==> src/rtl/brtag_pkg.sv <==
package brtag_pkg;

  typedef enum logic {
    WALK_IDLE = 1'b0,
    WALK_RUN  = 1'b1
  } walk_state_e;

  // Modular add on a ring of n slots; d must be below n.
  function automatic int unsigned ring_add(input int unsigned p,
                                           input int unsigned d,
                                           input int unsigned n);
    int unsigned s;
    s = p + d;
    if (s >= n) s = s - n;
    return s;
  endfunction

endpackage

==> src/rtl/brtag_free_pool.sv <==
module brtag_free_pool #(
  parameter int NUM_TAGS = 8,
  parameter int TAG_W    = 3
) (
  input  logic                clk,
  input  logic                rst_n,
  input  logic                take,
  input  logic                give_a,
  input  logic [TAG_W-1:0]    give_a_tag,
  input  logic                give_b,
  input  logic [TAG_W-1:0]    give_b_tag,
  output logic [NUM_TAGS-1:0] free_mask,
  output logic [TAG_W-1:0]    pick_tag,
  output logic                none_free
);

  localparam logic [NUM_TAGS-1:0] INIT_MASK = ~(NUM_TAGS'(1));

  logic [NUM_TAGS-1:0] mask_q;
  logic [NUM_TAGS-1:0] mask_d;

  function automatic logic [TAG_W-1:0] lowest_free(input logic [NUM_TAGS-1:0] m);
    logic [TAG_W-1:0] r;
    r = '0;
    for (int i = NUM_TAGS - 1; i >= 0; i--) begin
      if (m[i]) r = TAG_W'(i);
    end
    return r;
  endfunction

  assign pick_tag  = lowest_free(mask_q);
  assign none_free = (mask_q == '0);
  assign free_mask = mask_q;

  always_comb begin
    mask_d = mask_q;
    if (take)   mask_d[pick_tag]   = 1'b0;
    if (give_a) mask_d[give_a_tag] = 1'b1;
    if (give_b) mask_d[give_b_tag] = 1'b1;
  end

  always_ff @(posedge clk) begin
    if (!rst_n) mask_q <= INIT_MASK;
    else        mask_q <= mask_d;
  end

endmodule

==> src/rtl/brtag_order_list.sv <==
module brtag_order_list
  import brtag_pkg::*;
#(
  parameter int NUM_TAGS = 8,
  parameter int TAG_W    = 3,
  parameter int CNT_W    = 4
) (
  input  logic             clk,
  input  logic             rst_n,
  input  logic             push,
  input  logic [TAG_W-1:0] push_tag,
  input  logic             pop,
  input  logic             trunc,
  input  logic [TAG_W-1:0] find_tag,
  input  logic [TAG_W-1:0] rd_ptr,
  output logic             find_hit,
  output logic [TAG_W-1:0] find_ptr,
  output logic [CNT_W-1:0] find_idx,
  output logic [TAG_W-1:0] rd_tag,
  output logic [TAG_W-1:0] last_tag,
  output logic [TAG_W-1:0] head_tag,
  output logic [TAG_W-1:0] tail_ptr,
  output logic [CNT_W-1:0] count
);

  logic [TAG_W-1:0] slot_q [NUM_TAGS];
  logic [TAG_W-1:0] head_q;
  logic [TAG_W-1:0] tail_q;
  logic [CNT_W-1:0] cnt_q;

  logic [TAG_W-1:0]    ord_slot [NUM_TAGS];
  logic [NUM_TAGS-1:0] match;

  function automatic logic [TAG_W-1:0] ptr_next(input logic [TAG_W-1:0] p);
    return TAG_W'(ring_add(int'(p), 1, NUM_TAGS));
  endfunction

  function automatic logic [TAG_W-1:0] ptr_prev(input logic [TAG_W-1:0] p);
    return TAG_W'(ring_add(int'(p), NUM_TAGS - 1, NUM_TAGS));
  endfunction

  // Age-ordered view: position i counts from the oldest live entry.
  for (genvar i = 0; i < NUM_TAGS; i++) begin : g_ord
    assign ord_slot[i] = TAG_W'(ring_add(int'(head_q), i, NUM_TAGS));
    assign match[i]    = (CNT_W'(i) < cnt_q) && (slot_q[ord_slot[i]] == find_tag);
  end

  always_comb begin
    find_hit = 1'b0;
    find_ptr = '0;
    find_idx = '0;
    for (int i = 0; i < NUM_TAGS; i++) begin
      if (!find_hit && match[i]) begin
        find_hit = 1'b1;
        find_ptr = ord_slot[i];
        find_idx = CNT_W'(i);
      end
    end
  end

  assign rd_tag   = slot_q[rd_ptr];
  assign last_tag = slot_q[ptr_prev(tail_q)];
  assign head_tag = slot_q[head_q];
  assign tail_ptr = tail_q;
  assign count    = cnt_q;

  always_ff @(posedge clk) begin
    if (!rst_n) begin
      for (int i = 0; i < NUM_TAGS; i++) slot_q[i] <= '0;
      head_q <= '0;
      tail_q <= TAG_W'(1);
      cnt_q  <= CNT_W'(1);
    end else begin
      if (push) slot_q[tail_q] <= push_tag;
      if (pop)  head_q <= ptr_next(head_q);
      if (trunc) begin
        tail_q <= ptr_next(find_ptr);
        cnt_q  <= find_idx + CNT_W'(1);
      end else begin
        if (push) tail_q <= ptr_next(tail_q);
        cnt_q <= cnt_q + CNT_W'(push) - CNT_W'(pop);
      end
    end
  end

endmodule

==> src/rtl/brtag_squash_walker.sv <==
module brtag_squash_walker
  import brtag_pkg::*;
#(
  parameter int NUM_TAGS = 8,
  parameter int TAG_W    = 3
) (
  input  logic             clk,
  input  logic             rst_n,
  input  logic             start,
  input  logic [TAG_W-1:0] start_ptr,
  input  logic [TAG_W-1:0] stop_ptr,
  input  logic [TAG_W-1:0] rd_tag,
  output logic [TAG_W-1:0] rd_ptr,
  output logic             busy,
  output logic             inv_valid,
  output logic [TAG_W-1:0] inv_tag
);

  walk_state_e      state_q;
  logic [TAG_W-1:0] walk_q;
  logic [TAG_W-1:0] stop_q;
  logic [TAG_W-1:0] walk_nxt;
  logic             walk_last;

  assign walk_nxt  = TAG_W'(ring_add(int'(walk_q), 1, NUM_TAGS));
  assign walk_last = (walk_nxt == stop_q);

  assign rd_ptr    = walk_q;
  assign busy      = (state_q == WALK_RUN);
  assign inv_valid = busy;
  assign inv_tag   = rd_tag;

  always_ff @(posedge clk) begin
    if (!rst_n) begin
      state_q <= WALK_IDLE;
      walk_q  <= '0;
      stop_q  <= '0;
    end else begin
      case (state_q)
        WALK_IDLE: begin
          if (start) begin
            state_q <= WALK_RUN;
            walk_q  <= start_ptr;
            stop_q  <= stop_ptr;
          end
        end
        WALK_RUN: begin
          walk_q <= walk_nxt;
          if (walk_last) state_q <= WALK_IDLE;
        end
        default: state_q <= WALK_IDLE;
      endcase
    end
  end

endmodule

==> src/rtl/brtag_rs_array.sv <==
module brtag_rs_array #(
  parameter int NUM_RS = 8,
  parameter int TAG_W  = 3,
  parameter int SLOT_W = 3
) (
  input  logic                    clk,
  input  logic                    rst_n,
  input  logic                    fill,
  input  logic [SLOT_W-1:0]       fill_slot,
  input  logic [TAG_W-1:0]        fill_tag,
  input  logic                    clr,
  input  logic [SLOT_W-1:0]       clr_slot,
  input  logic                    inv_valid,
  input  logic [TAG_W-1:0]        inv_tag,
  output logic [NUM_RS-1:0]       valid_vec,
  output logic [NUM_RS*TAG_W-1:0] tag_flat
);

  logic [NUM_RS-1:0] squash_hit;

  for (genvar i = 0; i < NUM_RS; i++) begin : g_ent
    logic             v_q;
    logic [TAG_W-1:0] t_q;
    logic             wr_here;
    logic             clr_here;

    assign wr_here       = fill && (fill_slot == SLOT_W'(i));
    assign clr_here      = clr && (clr_slot == SLOT_W'(i));
    assign squash_hit[i] = inv_valid && v_q && (t_q == inv_tag);

    always_ff @(posedge clk) begin
      if (!rst_n) begin
        v_q <= 1'b0;
        t_q <= '0;
      end else if (wr_here) begin
        v_q <= 1'b1;
        t_q <= fill_tag;
      end else if (clr_here || squash_hit[i]) begin
        v_q <= 1'b0;
      end
    end

    assign valid_vec[i]                = v_q;
    assign tag_flat[i*TAG_W +: TAG_W] = t_q;
  end

endmodule

==> src/rtl/brtag_ctrl.sv <==
module brtag_ctrl
  import brtag_pkg::*;
#(
  parameter int NUM_TAGS = 8,
  parameter int TAG_W    = $clog2(NUM_TAGS),
  parameter int NUM_RS   = 8,
  parameter int SLOT_W   = $clog2(NUM_RS)
) (
  input  logic              clk,
  input  logic              rst_n,
  input  logic              alloc_req,
  input  logic              rel_valid,
  input  logic [TAG_W-1:0]  rel_tag,
  input  logic              misp_valid,
  input  logic [TAG_W-1:0]  misp_tag,
  input  logic              rs_fill,
  input  logic [SLOT_W-1:0] rs_fill_slot,
  input  logic              rs_clr,
  input  logic [SLOT_W-1:0] rs_clr_slot,
  output logic [TAG_W-1:0]  cur_tag,
  output logic              dispatch_stall,
  output logic              inv_valid,
  output logic [TAG_W-1:0]  inv_tag,
  output logic              recov_busy,
  output logic [NUM_RS-1:0] rs_valid
);

  localparam int CNT_W = $clog2(NUM_TAGS + 1);

  // Named internal events, also seen by the bound checker.
  logic [NUM_TAGS-1:0]     free_mask;
  logic [TAG_W-1:0]        pick_tag;
  logic                    none_free;
  logic                    find_hit;
  logic [TAG_W-1:0]        find_ptr;
  logic [CNT_W-1:0]        find_idx;
  logic [TAG_W-1:0]        rd_ptr;
  logic [TAG_W-1:0]        rd_tag;
  logic [TAG_W-1:0]        head_tag;
  logic [TAG_W-1:0]        tail_ptr;
  logic [CNT_W-1:0]        count;
  logic [CNT_W-1:0]        younger;
  logic                    walk_busy;
  logic                    alloc_grant;
  logic                    misp_go;
  logic                    walk_start;
  logic [TAG_W-1:0]        walk_first;
  logic [NUM_RS*TAG_W-1:0] rs_tag_flat;

  assign dispatch_stall = walk_busy | none_free;
  assign alloc_grant    = alloc_req & ~dispatch_stall & ~misp_valid;
  assign misp_go        = misp_valid & find_hit & ~walk_busy;
  assign younger        = count - find_idx - CNT_W'(1);
  assign walk_start     = misp_go && (younger != '0);
  assign walk_first     = TAG_W'(ring_add(int'(find_ptr), 1, NUM_TAGS));
  assign recov_busy     = walk_busy;

  brtag_free_pool #(
    .NUM_TAGS (NUM_TAGS),
    .TAG_W    (TAG_W)
  ) u_pool (
    .clk        (clk),
    .rst_n      (rst_n),
    .take       (alloc_grant),
    .give_a     (rel_valid),
    .give_a_tag (rel_tag),
    .give_b     (inv_valid),
    .give_b_tag (inv_tag),
    .free_mask  (free_mask),
    .pick_tag   (pick_tag),
    .none_free  (none_free)
  );

  brtag_order_list #(
    .NUM_TAGS (NUM_TAGS),
    .TAG_W    (TAG_W),
    .CNT_W    (CNT_W)
  ) u_list (
    .clk      (clk),
    .rst_n    (rst_n),
    .push     (alloc_grant),
    .push_tag (pick_tag),
    .pop      (rel_valid),
    .trunc    (misp_go),
    .find_tag (misp_tag),
    .rd_ptr   (rd_ptr),
    .find_hit (find_hit),
    .find_ptr (find_ptr),
    .find_idx (find_idx),
    .rd_tag   (rd_tag),
    .last_tag (cur_tag),
    .head_tag (head_tag),
    .tail_ptr (tail_ptr),
    .count    (count)
  );

  brtag_squash_walker #(
    .NUM_TAGS (NUM_TAGS),
    .TAG_W    (TAG_W)
  ) u_walk (
    .clk       (clk),
    .rst_n     (rst_n),
    .start     (walk_start),
    .start_ptr (walk_first),
    .stop_ptr  (tail_ptr),
    .rd_tag    (rd_tag),
    .rd_ptr    (rd_ptr),
    .busy      (walk_busy),
    .inv_valid (inv_valid),
    .inv_tag   (inv_tag)
  );

  brtag_rs_array #(
    .NUM_RS (NUM_RS),
    .TAG_W  (TAG_W),
    .SLOT_W (SLOT_W)
  ) u_rs (
    .clk       (clk),
    .rst_n     (rst_n),
    .fill      (rs_fill),
    .fill_slot (rs_fill_slot),
    .fill_tag  (cur_tag),
    .clr       (rs_clr),
    .clr_slot  (rs_clr_slot),
    .inv_valid (inv_valid),
    .inv_tag   (inv_tag),
    .valid_vec (rs_valid),
    .tag_flat  (rs_tag_flat)
  );

endmodule

==> config.mk <==
export PLATFORM = sky130hd
export DESIGN_NAME = brtag_ctrl
export DESIGN_NICKNAME = d
export VERILOG_FILES = /design/src/rtl/brtag_pkg.sv /design/src/rtl/brtag_free_pool.sv /design/src/rtl/brtag_order_list.sv /design/src/rtl/brtag_squash_walker.sv /design/src/rtl/brtag_rs_array.sv /design/src/rtl/brtag_ctrl.sv
export SDC_FILE = /design/constraint.sdc
export NUM_CORES = 1
export LEC_CHECK = 0
export CAP_MARGIN = 5
export CELL_PAD_IN_SITES_DETAIL_PLACEMENT = 0
export CELL_PAD_IN_SITES_GLOBAL_PLACEMENT = 1
export CORE_MARGIN = 5
export CORE_UTILIZATION = 50
export DETAILED_ROUTE_END_ITERATION = 10
export DONT_BUFFER_PORTS = 1
export PLACE_DENSITY_LB_ADDON = 0.1
export RECOVER_POWER = 50
export SLEW_MARGIN = 20
export SYNTH_ARGS = -nofsm -noshare
export SYNTH_HDL_FRONTEND = slang
export SYNTH_SLANG_ARGS = --single-unit
export TNS_END_PERCENT = 1
==> constraint.sdc <==
create_clock -name clk -period 9 [get_ports clk]
set_input_delay 1.8 -clock clk [delete_from_list [all_inputs] [get_ports clk]]
set_output_delay 1.8 -clock clk [all_outputs]
set_load 0.02 [all_outputs]
==> results of run 1 <==
metrics by stage:
step                      hold WS [ps]  total power [W]  std cells  instance area [sq um]  setup slack [ps]
after floorplan                    448          0.00116        677                   6550              3780
after global placement             470          0.00133        811                   6560              3620
after detailed placement           472          0.00134        811                   6560              3450
after CTS                          482          0.00172        827                   6870              3430
after global routing               501          0.00182        827                   6870              2970
final                              483          0.00170        827                   6870              3450
registers in the layout, summed over array words and instances (netlist names), named ones only:
| name | count |
|---|---|
| u_rs.g_ent.v_q | 8 |
| u_walk.stop_q | 3 |
| u_list.count | 4 |
| u_list.head_q | 3 |
| u_walk.busy | 1 |
| u_walk.rd_ptr | 3 |
| u_list.slot_q | 24 |
| u_pool.free_mask | 8 |
| u_list.tail_ptr | 3 |
| u_rs.g_ent.t_q | 24 |
worst min-delay path by stage:
stage                startpoint          endpoint  slack [ps]
6_report       u_walk.stop_q[0]  u_walk.stop_q[0]         480
4_1_cts        u_walk.stop_q[0]  u_walk.stop_q[0]         480
2_1_floorplan  u_walk.stop_q[2]  u_walk.stop_q[2]         450
3_5_place_dp   u_walk.stop_q[0]  u_walk.stop_q[0]         470
3_3_place_gp   u_walk.stop_q[1]  u_walk.stop_q[1]         470
5_1_grt        u_walk.stop_q[2]  u_walk.stop_q[2]         500
final cells by class:
| cell class | instances | area, sq um |
|---|---|---|
| Timing Repair Buffer | 8 | 48.8 |
| Multi-Input combinational cell | 511 | 4190 |
| Sequential cell | 87 | 1980 |
| Fill cell | 1212 | 5850 |
| Clock inverter | 3 | 21.3 |
| Clock buffer | 13 | 292 |
| Inverter | 33 | 124 |
| Tap cell | 172 | 215 |
worst min-delay path, cell delays in order (launching register included):
cell     delay, ps
dfxtp_1        320
nand2_1         60
a21oi_1         60
cell usage after synthesis (4+ instances only):
library cell	n
nor2_1	75
nand2_1	64
dfxtp_1	63
mux4_2	42
xor2_1	38
xnor2_1	34
inv_1	30
edfxtp_1	24
mux2i_1	22
a21oi_1	20
a211oi_1	19
clkbuf_1	17
ha_1	16
nor2b_1	15
nand4_1	13
o211a_1	13
buf_4	12
nand3_1	11
nor3_1	11
a31oi_1	8
o2111ai_1	8
o31ai_1	8
nand2b_1	7
o21ai_0	7
buf_2	6
a21o_1	5
buf_1	5
buf_6	5
a211oi_2	4
and2_1	4
mux2_2	4
nand4b_1	4
o21ai_1	4
power by group through the flow:
stage                     Clock, W  Sequential, W  Combinational (W)
after floorplan                  0       0.000494           0.000668
after global placement           0       0.000530           0.000795
after detailed placement         0       0.000530           0.000806
after CTS                 0.000388       0.000522           0.000812
after global routing      0.000402       0.000530           0.000885
final                     0.000380       0.000522           0.000802
cell families (layout without fill, tap and decap cells):
kind of cell | count (synthesis) | in the layout | share of synthesized area
AND/OR/NAND/NOR | 220 | 220 | 0.159
AO/OA/AOI/OAI | 133 | 133 | 0.161
flip-flops | 87 | 87 | 0.302
buffers and inverters | 79 | 57 | 0.0596
XOR/XNOR | 72 | 72 | 0.0962
multiplexers | 68 | 68 | 0.185
adder cells (fa/ha/maj) | 18 | 18 | 0.0367
layer usage:
| metal | track usage | vias to the layer above |
|---|---|---|
| li1 | - | 2446 |
| met1 | 0.279 | 2549 |
| met2 | 0.359 | 206 |
| met3 | 0.0502 | 40 |
| met4 | 0.0774 | 0 |
| met5 | 0 | - |
==> metrics.md, run 1 <==
| Metric | Value |
|---|---|
| Run status | `finished clean` |
| Vias in the first global route | `5106` |
| Most common cell after layout, fill and taps aside | `nor2_1` |
| Hold Crit Depth | `2` |
| Die width | `124 um` |
| Synth area leader | `dfxtp_1` |
| Post-Synthesis Cells | `677` |
| Pins Over Slew Limit | `0` |
| Slew headroom | `0.0494` |
| Worst hold-check path type | `flop to flop` |
| Synth top area share | `0.192` |
| Clock power frac | `0.223` |
| DR WL/cell | `20.5 um` |
| Antenna Nets Post-Route | `0` |
| Main area contributors after synthesis | `dfxtp_1, mux4_2, edfxtp_1, xor2_1, xnor2_1` |
| Post-synthesis sequential area ratio | `0.302` |
| Max H-tree Level | `3` |
| DR pass1 iterations | `5` |
| Logic pwr share | `0.471` |
| CTS Root Cell | `clkbuf_16` |
| Hold Fails Final Rpt | `0` |
| First-pass GRT wire length | `27300 um` |
| Core Util, Final | `0.540` |
| Slew @ Worst Pin | `1430 ps` |
| Largest net degree at the start of global routing | `48` |
| Gr usage total | `0.217` |
| Wire length on met2 | `8170 um` |
| Reg2Reg Setup Slack | `3450 ps` |
| Crit path launch | `u_list.head_q[0]` |
| Final setup viols | `0` |
| Vias per cell | `6.34` |
| Worst-Skew Late Latency | `340 ps` |
| DPL Wire Length | `12400 um` |
| Seq pwr share | `0.306` |
| Number of remaining DRC errors | `0` |
| Clock Skew | `9.03 ps` |
| ANT cells | `0` |
| CTS Sinks | `87` |
| Post-synth EDFFs | `24` |
| Psw | `0.000713 W` |
| M1 WL | `7070 um` |
| Post-CTS Resized | `0` |
| FF+latch count, synth | `87` |
| Final Net Count | `687` |
| Worst Path Arrival | `5770 ps` |
| CTS Hold Buffers Added | `0` |
| R2R depth | `19` |
| RSZ-0062 raised after global routing | `no` |
| Startpoint types | `flop` |
| Clock buffer depth | `2` |
| CP max FO | `27` |
| Max Freq | `180 MHz` |
| Reg clk slew, reported paths | `70 ps` |
| GR Overflow Total | `0` |
| WL met3 | `1300 um` |
| Family with the most delay on the worst path | `compound AO/OA/AOI/OAI gates` |
| IO buf count | `0` |
| 1st-iter DRT viols | `513` |
| Int Pwr | `0.000990 W` |
| Post-Syn Area | `6550 sq um` |
| Yosys cell types | `71` |
| CP Depth | `19` |
| Core ar. | `12700 sq um` |
| Synth warnings | `0` |
| Top Layer Used | `met4` |
| Final Cycle Share | `0.617` |
| Fin crit period | `5550 ps` |
| Main synth FF type | `dfxtp_1` |
| Setup CP Type | `flop to flop` |
| Syn Area/Cell | `9.68 sq um` |
| Routed WL | `17000 um` |
| Core Rows | `41` |
| Critical Path Sink Type | `flop` |
| Die ar. | `15500 sq um` |
| Max-cap violations | `0` |
| IR drop worst, VDD | `159 uV` |
| Static leakage | `2.61 nW` |
| Share of layout cells above drive strength 1 | `0.130` |
| Via count | `5241` |
| Critical path's slowest cell | `ha_1` |
| Initial antenna violation count | `0` |
| Chip Height | `124 um` |
| P per Cell Area | `248 nW/um^2` |
| Crit-path max cell delay | `860 ps` |
| Number of placed I/O pins | `36` |
| Crit path cell chain | `buf_4 > inv_2 > ha_1 > mux4_2 > xnor2_1 > nand3_1 > a32o_1 > o21ai_2 > nor2_1 > a22oi_2 > ha_1 > inv_1 > fa_1 > xor2_1 > nand4b_1 > inv_1 > a211o_1 > a2111oi_4 > a211oi_1` |
| Area growth syn-to-layout | `4.81%` |
| Most frequent cells in the layout | `nor2_1, nand2_1, dfxtp_1` |
| CP required | `9220 ps` |
| Initial core utilization | `0.515` |
| Synth Net Count | `714` |
| Cts bufs inserted | `9` |
| FF-to-FF Start | `u_list.head_q[0]` |
| Async SR Flop Fraction | `0` |
| TritonCTS clock tree | `built` |
| GP Congestion | `0.878` |
| Sum of buffers and inverters on the critical path | `4` |
| Sum Neg Setup Slack | `0 ps` |
| Post-CTS Setup Inserts | `0` |
| Switching share of power | `0.419` |
Note: power is estimated with default switching activity, not from simulation.
==> run 2: changes to the inputs <==
--- a/config.mk
+++ b/config.mk
@@ -9,7 +9,7 @@
 export CELL_PAD_IN_SITES_DETAIL_PLACEMENT = 0
 export CELL_PAD_IN_SITES_GLOBAL_PLACEMENT = 1
 export CORE_MARGIN = 5
-export CORE_UTILIZATION = 50
+export CORE_UTILIZATION = 46
 export DETAILED_ROUTE_END_ITERATION = 10
 export DONT_BUFFER_PORTS = 1
 export PLACE_DENSITY_LB_ADDON = 0.1
==> constraint.sdc (replaced) <==
create_clock -name clk -period 4.9 [get_ports clk]
set_input_delay 0.98 -clock clk [delete_from_list [all_inputs] [get_ports clk]]
set_output_delay 0.98 -clock clk [all_outputs]
set_load 0.02 [all_outputs]
==> metrics.md, run 2 (synthesis results as in run 1) <==
| Metric | Value |
|---|---|
| Antenna Nets Post-Route | `0` |
| Max-cap violations | `0` |
| Chip Height | `129 um` |
| Core ar. | `13900 sq um` |
| R2R depth | `18` |
| Hold Crit Depth | `2` |
| Routed WL | `17900 um` |
| Startpoint types | `flop` |
| Clock Skew | `5.70 ps` |
| P per Cell Area | `464 nW/um^2` |
| Int Pwr | `0.00189 W` |
| Worst hold-check path type | `flop to flop` |
| Gr usage total | `0.225` |
| 1st-iter DRT viols | `472` |
| Cts bufs inserted | `9` |
| TritonCTS clock tree | `built` |
| GP Congestion | `0.914` |
| Largest net degree at the start of global routing | `48` |
| Hold WS | `476 ps` |
| Family with the most delay on the worst path | `compound AO/OA/AOI/OAI gates` |
| GR Overflow Total | `0` |
| Logic pwr share | `0.479` |
| Top flop regs | `u_list.slot_q x24, u_rs.g_ent.t_q x24` |
| ANT cells | `0` |
| Number of placed I/O pins | `36` |
| Final instance area | `6980 sq um` |
| Post-CTS Resized | `0` |
| Most common cell after layout, fill and taps aside | `nor2_1` |
| Setup CP Type | `flop to flop` |
| CTS Hold Buffers Added | `0` |
| IR drop worst, VDD | `276 uV` |
| Vias in the first global route | `5401` |
| DR WL/cell | `21.2 um` |
| Most frequent cells in the layout | `nor2_1, nand2_1, dfxtp_1` |
| DPL Wire Length | `13000 um` |
| CTS Root Cell | `clkbuf_16` |
| Crit path cell chain | `inv_2 > ha_1 > mux4_2 > xnor2_1 > nand3_1 > a32o_1 > o21ai_2 > nor2_1 > a22oi_2 > ha_1 > inv_1 > fa_1 > xor2_1 > nand4b_1 > inv_1 > a211o_2 > a2111oi_4 > a211oi_1` |
| Top Layer Used | `met4` |
| Die ar. | `16700 sq um` |
| WL met3 | `1460 um` |
| DR pass1 iterations | `5` |
| Number of remaining DRC errors | `0` |
| Initial core utilization | `0.470` |
| Initial antenna violation count | `0` |
| Critical Path Sink Type | `flop` |
| Static leakage | `2.66 nW` |
| Final Net Count | `697` |
| Core Rows | `43` |
| M1 WL | `7280 um` |
| Hold Fails Final Rpt | `0` |
| Final Cycle Share | `0.933` |
| Switching share of power | `0.416` |
| Die width | `129 um` |
| Reg clk slew, reported paths | `60 ps` |
| RSZ-0062 raised after global routing | `no` |
| Fin crit period | `4570 ps` |
| Via count | `5268` |
| Sum Neg Setup Slack | `0 ps` |
| Wire length on met2 | `8710 um` |
| CP required | `5120 ps` |
| Max H-tree Level | `3` |
| CTS Sinks | `87` |
| Worst-Skew Late Latency | `340 ps` |
| Clock buffer depth | `2` |
| Final setup viols | `0` |
| Worst Path Arrival | `4790 ps` |
| Psw | `0.00135 W` |
| Area growth syn-to-layout | `6.45%` |
| Seq pwr share | `0.297` |
| Slew headroom | `0.116` |
| CP max FO | `9` |
| Dpl cell area | `6650 sq um` |
| Sum of buffers and inverters on the critical path | `3` |
| Slew @ Worst Pin | `1330 ps` |
| Post-CTS Setup Inserts | `0` |
| Max Freq | `219 MHz` |
| Critical path's slowest cell | `mux4_2` |
| Crit-path max cell delay | `540 ps` |
| Pins Over Slew Limit | `0` |
| Run status | `finished clean` |
| Share of layout cells above drive strength 1 | `0.146` |
| CP Depth | `18` |
| First-pass GRT wire length | `29100 um` |
| Vias per cell | `6.23` |
| IO buf count | `0` |
| Clock power frac | `0.224` |
run 2: cell types whose count changed in the layout (fill, tap and decap cells not counted):
| cell | delta |
|---|---|
| bufinv_16 | +1 |
| o21ai_1 | -1 |
| a211o_1 | -1 |
| a211o_2 | +1 |
| a211oi_2 | -1 |
| a211oi_4 | +1 |
| clkbuf_8 | -2 |
| o21ai_2 | +1 |
| inv_6 | -1 |
| clkinv_4 | +1 |
| buf_4 | +11 |
run 2: power by group through the flow:
stage / Sequential, W / Combinational [W] / Clock (W)
6_report: 0.000961 / 0.00155 / 0.000724
5_1_grt: 0.000976 / 0.00172 / 0.000768
3_3_place_gp: 0.000975 / 0.00153 / 0
2_1_floorplan: 0.000907 / 0.00123 / 0
4_1_cts: 0.000961 / 0.00155 / 0.000742
3_5_place_dp: 0.000976 / 0.00154 / 0
run 2: per-stage QoR:
step / total power (W) / cells / setup slack, ps / utilization
after detailed placement: 0.00252 / 829 / 343 / 0.477
after global placement: 0.00251 / 829 / 389 / 0.477
final: 0.00324 / 845 / 329 / 0.501
after global routing: 0.00346 / 845 / 16.2 / 0.501
after CTS: 0.00326 / 845 / 321 / 0.500
after floorplan: 0.00213 / 677 / 229 / -
run 2: area by class of cell:
class,count,area [sq um]
multi-input combinational,511,4200
clock inverter,4,51.3
inverter,33,124
sequential,87,1980
tap,180,225
fill,1284,6960
clock buffer,12,268
timing repair buffer,18,128
run 2: per-layer routing:
layer	GRT usage	up-vias
met2	0.366	234
met5	0	-
met1	0.291	2520
met4	0.0852	0
met3	0.0556	38
li1	-	2476
run 2: path summary, 6_finish.rpt:
kind | start | endpoint | slack [ps]
worst max-delay path | u_list.head_q[1] | flop | 330
worst min-delay path | u_walk.stop_q[1] | u_walk.stop_q[1] | 480
worst max register to register | u_list.head_q[1] | flop | 330
worst min register to register | u_walk.stop_q[1] | u_walk.stop_q[1] | 480
run 2: worst register-to-register path, cell delays in order, from the launching register on:
cell and delay, ps:
dfxtp_1 340, inv_2 80, ha_1 370, mux4_2 540
xnor2_1 270, nand3_1 120, a32o_1 300, o21ai_2 330
nor2_1 160, a22oi_2 200, ha_1 210, inv_1 60
fa_1 380, xor2_1 160, nand4b_1 90, inv_1 80
a211o_2 360, a2111oi_4 310, a211oi_1 80
==> run 3: changes to the inputs <==
--- a/config.mk
+++ b/config.mk
@@ -12,6 +12,7 @@
 export CORE_UTILIZATION = 46
 export DETAILED_ROUTE_END_ITERATION = 10
 export DONT_BUFFER_PORTS = 1
+export HOLD_SLACK_MARGIN = 0.08
 export PLACE_DENSITY_LB_ADDON = 0.1
 export RECOVER_POWER = 50
 export SLEW_MARGIN = 20
==> results of run 3 <==
No change in the layout: final DEF, timing and power equal those of run 2.
